File: config.mk
export PLATFORM = sky130hd
export DESIGN_NAME = addrwin_decoder
export DESIGN_NICKNAME = d
export VERILOG_FILES = /design/src/rtl/addrwin_pkg.sv /design/src/rtl/addrwin_regs.sv /design/src/rtl/addrwin_match.sv /design/src/rtl/addrwin_pick.sv /design/src/rtl/addrwin_decoder.sv
export SDC_FILE = /design/constraint.sdc
export NUM_CORES = 2
export LEC_CHECK = 0
export BUFFER_PORTS_ARGS = -buffer_cell sky130_fd_sc_hd__buf_4
export CAP_MARGIN = 40
export CORE_MARGIN = 3
export CORE_UTILIZATION = 50
export CTS_CLUSTER_DIAMETER = 40
export DETAILED_ROUTE_END_ITERATION = 10
export GPL_TIMING_DRIVEN = 0
export PLACE_DENSITY = 0.78
export SYNTH_ARGS = -nofsm -noshare
export SYNTH_HDL_FRONTEND = slang
export SYNTH_SLANG_ARGS = --single-unit
File: constraint.sdc
create_clock -name clk -period 4.1 [get_ports clk]
set_input_delay 0.82 -clock clk [delete_from_list [all_inputs] [get_ports clk]]
set_output_delay 0.82 -clock clk [all_outputs]
set_load 0.005 [all_outputs]
File: src/rtl/addrwin_pkg.sv
package addrwin_pkg;
    localparam int MAX_WIN   = 8;
    localparam int WIN_IDX_W = 3;
    localparam int GRAN_BITS = 16;   // 64 KB granule
    localparam int PERM_BASE = 16;   // permission pairs start here
    localparam int PERM_RD   = 0;
    localparam int PERM_WR   = 1;
    localparam int SEL_W     = 5;
    localparam logic [1:0] GRP_BASE = 2'b01;
    localparam logic [1:0] GRP_MASK = 2'b10;
endpackage

File: src/rtl/addrwin_regs.sv
module addrwin_regs
    import addrwin_pkg::*;
#(
    parameter int NUM_WIN = 8
) (
    input  logic                         clk,
    input  logic                         rst_n,
    input  logic                         we,
    input  logic [SEL_W-1:0]             sel,
    input  logic [31:0]                  wdata,
    output logic [31:0]                  rdata,
    output logic [31:0]                  ctrl,
    output logic [NUM_WIN-1:0][31:0]     base,
    output logic [NUM_WIN-1:0][31:0]     mask
);
    logic [31:0] ctrl_q;
    logic [NUM_WIN-1:0][31:0] base_q, mask_q;

    logic sel_ctrl, sel_base, sel_mask, idx_ok;
    assign idx_ok   = (int'(sel[2:0]) < NUM_WIN);
    assign sel_ctrl = (sel == '0);
    assign sel_base = (sel[4:3] == GRP_BASE) && idx_ok;
    assign sel_mask = (sel[4:3] == GRP_MASK) && idx_ok;

    always_ff @(posedge clk) begin
        if (!rst_n)
            ctrl_q <= '0;
        else if (we && sel_ctrl)
            ctrl_q <= wdata;
    end

    for (genvar i = 0; i < NUM_WIN; i++) begin : g_win
        always_ff @(posedge clk) begin
            if (!rst_n) begin
                base_q[i] <= '0;
                mask_q[i] <= '0;
            end else if (we && (int'(sel[2:0]) == i)) begin
                if (sel_base) base_q[i] <= wdata;
                if (sel_mask) mask_q[i] <= wdata;
            end
        end
    end

    always_comb begin
        rdata = '0;
        for (int i = 0; i < NUM_WIN; i++) begin
            if (int'(sel[2:0]) == i) begin
                if (sel_base) rdata = base_q[i];
                if (sel_mask) rdata = mask_q[i];
            end
        end
        if (sel_ctrl) rdata = ctrl_q;
    end

    assign ctrl = ctrl_q;
    assign base = base_q;
    assign mask = mask_q;
endmodule

File: src/rtl/addrwin_match.sv
module addrwin_match
    import addrwin_pkg::*;
#(
    parameter int NUM_WIN = 8
) (
    input  logic [31:0]              addr,
    input  logic [NUM_WIN-1:0]       en,
    input  logic [NUM_WIN-1:0][31:0] base,
    input  logic [NUM_WIN-1:0][31:0] mask,
    output logic [NUM_WIN-1:0]       match
);
    localparam int HI_W = 32 - GRAN_BITS;

    for (genvar i = 0; i < NUM_WIN; i++) begin : g_cmp
        logic [HI_W-1:0] care, diff;
        assign care     = ~mask[i][31:GRAN_BITS];
        assign diff     = addr[31:GRAN_BITS] ^ base[i][31:GRAN_BITS];
        assign match[i] = en[i] && ((diff & care) == '0);
    end
endmodule

File: src/rtl/addrwin_pick.sv
module addrwin_pick
    import addrwin_pkg::*;
#(
    parameter int NUM_WIN = 8
) (
    input  logic [NUM_WIN-1:0]   req,
    output logic [NUM_WIN-1:0]   gnt,
    output logic [WIN_IDX_W-1:0] idx,
    output logic                 any
);
    always_comb begin
        gnt = '0;
        idx = '0;
        for (int i = NUM_WIN - 1; i >= 0; i--) begin
            if (req[i]) begin
                gnt    = '0;
                gnt[i] = 1'b1;
                idx    = WIN_IDX_W'(i);
            end
        end
        any = |req;
    end
endmodule

File: src/rtl/addrwin_decoder.sv
module addrwin_decoder
    import addrwin_pkg::*;
#(
    parameter int NUM_WIN = 8
) (
    input  logic        clk,
    input  logic        rst_n,
    input  logic        cfg_we,
    input  logic [4:0]  cfg_sel,
    input  logic [31:0] cfg_wdata,
    output logic [31:0] cfg_rdata,
    input  logic        lk_valid,
    input  logic        lk_write,
    input  logic [31:0] lk_addr,
    output logic        res_valid,
    output logic        res_miss,
    output logic [2:0]  res_win,
    output logic [7:0]  res_attr
);
    logic [31:0]              ctrl_w;
    logic [NUM_WIN-1:0][31:0] base_w, mask_w;
    logic [NUM_WIN-1:0]       match, gnt;
    logic [WIN_IDX_W-1:0]     idx;
    logic                     any, allowed, miss_c;
    logic [1:0]               perm;

    addrwin_regs #(.NUM_WIN(NUM_WIN)) u_regs (
        .clk(clk), .rst_n(rst_n), .we(cfg_we), .sel(cfg_sel),
        .wdata(cfg_wdata), .rdata(cfg_rdata),
        .ctrl(ctrl_w), .base(base_w), .mask(mask_w)
    );

    addrwin_match #(.NUM_WIN(NUM_WIN)) u_match (
        .addr(lk_addr), .en(ctrl_w[NUM_WIN-1:0]),
        .base(base_w), .mask(mask_w), .match(match)
    );

    addrwin_pick #(.NUM_WIN(NUM_WIN)) u_pick (
        .req(match), .gnt(gnt), .idx(idx), .any(any)
    );

    assign perm    = ctrl_w[PERM_BASE + 2*int'(idx) +: 2];
    assign allowed = lk_write ? perm[PERM_WR] : perm[PERM_RD];
    assign miss_c  = !any || !allowed;

    always_ff @(posedge clk) begin
        if (!rst_n) begin
            res_valid <= 1'b0;
            res_miss  <= 1'b1;
            res_win   <= '0;
            res_attr  <= '0;
        end else begin
            res_valid <= lk_valid;
            if (lk_valid) begin
                res_miss <= miss_c;
                res_win  <= miss_c ? '0 : idx;
                res_attr <= miss_c ? '0 : base_w[idx][15:8];
            end
        end
    end
endmodule

**Yosys cells after proc, flatten, opt, wreduce, memory -nomap -nowiden**

Cells that the tools add are included.
Widths: inputs -> output; s select.

- Add/subtract/negate cells: 1
- $lt $le $gt $ge: 1
- Equal/unequal tests: 9
- Shifts and indexed selects: 1
- Muxes and demuxes: 38
- Bitwise gates (word level): 24
- Reduce and logical (&&, ||, !) cells: 47

Operators by type and width:

| cell | count |
|---|---|
| $mux 32 | 25 |
| $and 16x16->16 | 8 |
| $logic_not 16->1 | 8 |
| $not 16->16 | 8 |
| $xor 16x16->16 | 8 |
| $bmux 32 s3 | 1 |
| $reduce_and 2->1 | 16 |
| $shiftx 32x7->2 | 1 |
| $mux 3 | 9 |
| $logic_and 1x1->1 | 17 |
| $mux 16 | 1 |
| $eq 3x3->1 const B | 4 |
| $mux 8 | 1 |
| $reduce_or 8->1 | 1 |
| $add 5x4->6 const A | 1 |
| $eq 3x2->1 const B | 2 |
| $logic_not 5->1 | 1 |
| $lt 3x4->1 const B | 1 |
| $eq 3x1->1 const B | 1 |
| $logic_not 3->1 | 1 |
| $eq 2x1->1 const B | 1 |
| $eq 2x2->1 const B | 1 |
| $logic_not 1->1 | 2 |
| $logic_or 1x1->1 | 1 |
| $mux 1 | 1 |

- Bits in registers: 557
- Input port bits: 74
- Output and inout port bits: 45
- Word-level logic and storage cells: 142

**Logic depth before layout (Yosys ltp)**

- Depth after elaboration: 26
- Mapped depth: 14
- Mapped depth without buffers: 11

**Hierarchy**

A second synthesis with hierarchy kept.

- Cell total of the unflattened synthesis: 3396
- Area, all modules: 27466.3 sq um

Modules (own cells, without submodules):

| module | instances | cells each | area an instance (sq um) | sequential area each (sq um) |
|---|---|---|---|---|
| addrwin_regs | 1 | 3028 | 24322.1 | 10890.4 |
| addrwin_match | 1 | 248 | 1888.1 | 0.0 |
| addrwin_decoder | 1 | 96 | 1112.3 | 260.2 |
| addrwin_pick | 1 | 24 | 143.9 | 0.0 |

**Worst setup path after synthesis**

OpenSTA, ideal clock, no wires.

- Kind: input port to output port
- Start point: input port cfg_sel[0]
- End point: output port cfg_rdata[10]
- Data arrival time: 2.829 ns
- Required time: 3.280 ns
- Setup slack: 0.451 ns
- Cell stages on the path: 9
- Buffers on the path: 4
- Path through: clkbuf_1 clkbuf_1 clkbuf_1 buf_1 mux2i_1 o22ai_1 a21oi_1 nand2_1 o22a_1

- Longest elaborated chain between the ends: 24

Ends and longest elaborated chain:

| item | line | source |
|---|---|---|
| start, declared | addrwin_decoder.sv:9 | `input logic [4:0] cfg_sel,` |
| $logic_not 3->1 | addrwin_regs.sv:47 | `if (int'(sel[2:0]) == i) begin` |
| $mux 32 | addrwin_regs.sv:47 |  |
| $mux 32 | addrwin_regs.sv:48 | `if (sel_base) rdata = base_q[i];` |
| $mux 32 | addrwin_regs.sv:49 | `if (sel_mask) rdata = mask_q[i];` |
| $mux 32 | addrwin_regs.sv:47 |  |
| $mux 32 | addrwin_regs.sv:48 |  |
| $mux 32 | addrwin_regs.sv:49 |  |
| $mux 32 | addrwin_regs.sv:47 |  |
| [8 not listed] | n/a |  |
| $mux 32 | addrwin_regs.sv:47 |  |
| $mux 32 | addrwin_regs.sv:48 |  |
| $mux 32 | addrwin_regs.sv:49 |  |
| $mux 32 | addrwin_regs.sv:47 |  |
| $mux 32 | addrwin_regs.sv:48 |  |
| $mux 32 | addrwin_regs.sv:49 |  |
| $mux 32 | addrwin_regs.sv:47 |  |
| $mux 32 (*) | addrwin_regs.sv:52 | `if (sel_ctrl) rdata = ctrl_q;` |
| end, declared | addrwin_decoder.sv:11 | `output logic [31:0] cfg_rdata,` |

Mark *: on every way between the ends. The rest lies on a longest branch, timed or not.

**Worst setup path after layout**

- Start point: input port cfg_sel[0]
- End point: output port cfg_rdata[31]

The elaborated chain is that of the path after synthesis.

==> results.json <==
{
  "num_vias": 27190,
  "syn-cell-area_um2": 27440,
  "cp.arrival_ns": 3.35,
  "die_w_um": 240.3,
  "grt_antenna_before_repair": 5,
  "numPortBuffers": 51,
  "synth_edf_count": 0,
  "drive_above_1_share_pct": 9.840,
  "irDropWorstVdd_mv": 0.2908,
  "setup_viol": 3,
  "fin_crit_sh_pct": 101.8,
  "drt_iter0_drc": 3784,
  "violations": "setup timing",
  "numCtsBuffers": 83,
  "syn_to_final_growth_pct": 16.28,
  "post-route-min-period_ns": 4.174,
  "ys_ff_latch": 557,
  "crit_type": "input pin to primary output",
  "status": "complete, but fails checks",
  "track_usage_pct": 36.39,
  "fin_area_um2": 31910,
  "grt_pass1_vias": 24890,
  "dpl.hpwl_mm": 83.07,
  "dieHeight_um": 240.3,
  "gp_congestion": 1.021,
  "synth_cell_types": 59,
  "synthArstFlopShare_pct": 0,
  "clk_pin_slew_ns": 0.06,
  "cp_top_family": "buffers and inverters",
  "route.final.wire_length_mm": 108.1,
  "yosysWarnings": 0,
  "cts_buffer_depth": 3,
  "fmax_mhz": 239.6,
  "worst_setup_path_end_kind": "primary output",
  "finalMaxSlewViolations": 0,
  "firstDrtPassIters": 8,
  "start_util_pct": 50.79,
  "ys.flop_type": "dfxtp_1",
  "final_common_cell": "nand2_1",
  "drt.antenna.violating_nets": 0,
  "critPathSlowestCell": "a2111o_1",
  "leakagePower_uw": 0.01022,
  "fin_skew_ns": 0.01732,
  "h-tree-depth": 3,
  "clock_sinks": 557,
  "cp_max_fo": 9,
  "dieArea_um2": 57730,
  "layout_common_cells": "1159 x nand2_1, 557 x dfxtp_1, 545 x a21boi_0",
  "syn_area_per_cell_um2": 7.885,
  "final_nets": 3694,
  "crit_top_cell": "buf_6",
  "grt_first_pass_wirelength_mm": 157.3,
  "seq_area_frac_synth_pct": 40.63,
  "cts_tree": "built",
  "crit_buf_inv": 6,
  "drcViolationCount": 0,
  "worstMarginPinSlew_ns": 0.9294,
  "synth.net_count": 3554,
  "crit_chain": "buf_2 > buf_6 > buf_6 > clkbuf_2 > buf_6 > mux2i_2 > o22ai_1 > a21oi_1 > a221oi_1 > a2111o_1 > buf_4",
  "placed_area_um2": 28720,
  "postCtsHoldBufs": 0,
  "maxCapViolations": 0,
  "worst_slack_ns": -0.07446,
  "critPathRequiredTime_ns": 3.28,
  "synthCells": 3480,
  "core_um2": 54030,
  "io_pins": 119,
  "cts_root_buf": "clkbuf_16",
  "viasPerCell": 6.198,
  "clk_latency_ns": 0.65,
  "final-hold-violation-count": 0,
  "hold_path_class": "register to register",
  "rows": 85,
  "pre_cts_ws_ns": -1.109,
  "critPathLaunchType": "input pin",
  "wl_per_cell_um": 24.64,
  "slew_headroom_pct": 38.04,
  "grt_max_degree": 16,
  "critPathMaxStageDelay_ns": 0.49,
  "p_per_area_nw_per_um2": 443.1,
  "overflow": 0
}
==> worst register-to-register path: stages (launching register included) <==
cell and delay (ns):
dfxtp_1 0.44, xnor2_2 0.15, o22ai_1 0.13, nor4_2 0.35, nand3_1 0.26, o21ai_1 0.26, nand4_1 0.24, nand2_2 0.16
buf_6 0.20, mux2i_1 0.56, o22ai_1 0.21, nor3_2 0.32, buf_6 0.25, o21ai_2 0.09
==> area by class of cell <==
type                            count  area [um2]
Timing Repair Buffer               57       432.9
Tap cell                          696       870.8
Sequential cell                   557       11150
Buffer                            342        1509
Fill cell                        4883       22120
Antenna cell                        2       5.005
Multi-Input combinational cell   2572       14910
Clock buffer                       92        2161
Clock inverter                     62       844.6
Inverter                            7       26.28
==> cell families after synthesis <==
group	count (synthesis)	share of synthesized area, %
buf+inv	351	5.271
simple gates	1288	18.27
mux	102	3.935
flops	557	40.63
compound gates	1054	27.64
xor+xnor	128	4.249
==> per-stage QoR <==
| stage | power [uW] | hold slack, ns | TNS [ns] | utilization, % | std cells |
|---|---|---|---|---|---|
| after floorplan | 6120 | 0.4400 | 0 | - | 3480 |
| after global placement | 6458 | 0.4407 | -45.51 | 53.11 | 4227 |
| after detailed placement | 6465 | 0.4431 | -27.10 | 53.16 | 4230 |
| after CTS | 14050 | 0.4565 | 0 | 58.92 | 4386 |
| after global routing | 14380 | 0.4764 | -0.005801 | 59.06 | 4387 |
| final | 14140 | 0.4546 | -0.08882 | 59.06 | 4387 |
==> where the power goes <==
group          switching [uW]  total (uW)  internal [uW]
clock network            2990        7730           4740
registers                37.9        5490           5450
logic                     637         918            281
total                    3670       14100          10500
==> cell usage after synthesis, types with 5 or more instances <==
cell / n / area share, %
dfxtp_1: 557 / 41
o21ai_2: 10 / 0.32
nor2b_1: 5 / 0.11
nand2b_1: 8 / 0.18
o21ai_0: 26 / 0.47
inv_1: 7 / 0.096
buf_4: 8 / 0.22
a22oi_1: 101 / 2.8
nor3_1: 13 / 0.24
o22a_1: 30 / 0.96
clkbuf_1: 311 / 4.3
mux2i_1: 55 / 2.0
o22ai_1: 156 / 3.6
a222oi_1: 28 / 1.0
a21oi_1: 102 / 1.9
nand3_1: 16 / 0.29
nor2_1: 55 / 0.75
buf_1: 11 / 0.15
nand2_1: 1159 / 16
a21boi_0: 545 / 15
a211oi_1: 8 / 0.22
a22o_1: 27 / 0.86
mux2_2: 45 / 1.8
buf_6: 13 / 0.53
nor4_1: 10 / 0.23
xnor2_2: 6 / 0.36
xnor2_1: 122 / 3.9
==> metal layers <==
metal  share of wire, %  global-route usage [%]  up-vias
met4                5.9                   19.53        6
met2                 43                   55.40     1768
met1                 39                   47.28    12820
met5              0.035                       0        -
li1                   -                       -    12220
met3                 13                   9.612      380
==> path summary, 6_finish.rpt <==
| kind | slack [ns] | cells past startpoint | start | endpoint |
|---|---|---|---|---|
| hold / removal | 0.45 | 2 | res_attr[4] | res_attr[4] |
| hold reg to reg | 0.45 | 2 | res_attr[4] | res_attr[4] |
| setup / recovery | -0.07 | 11 | cfg_sel[0] | cfg_rdata[31] |
| setup reg to reg | 0.37 | 13 | u_regs.base[255] | res_attr[7] |
==> repair_timing <==
| action | in CTS | in global routing |
|---|---|---|
| buffers inserted | 3 | 0 |
| endpoints found under the setup margin | 32 | 27 |
| resized for setup | 52 | 41 |
| pin swaps | 1 | 0 |
==> flip-flops by register name (all words and copies together), names as in the netlist <==
name and flops:
res_miss 1, u_regs.ctrl 32, u_regs.mask 256, res_attr 8, res_valid 1, res_win 3, u_regs.base 256
(Power assumes the default switching activity.)
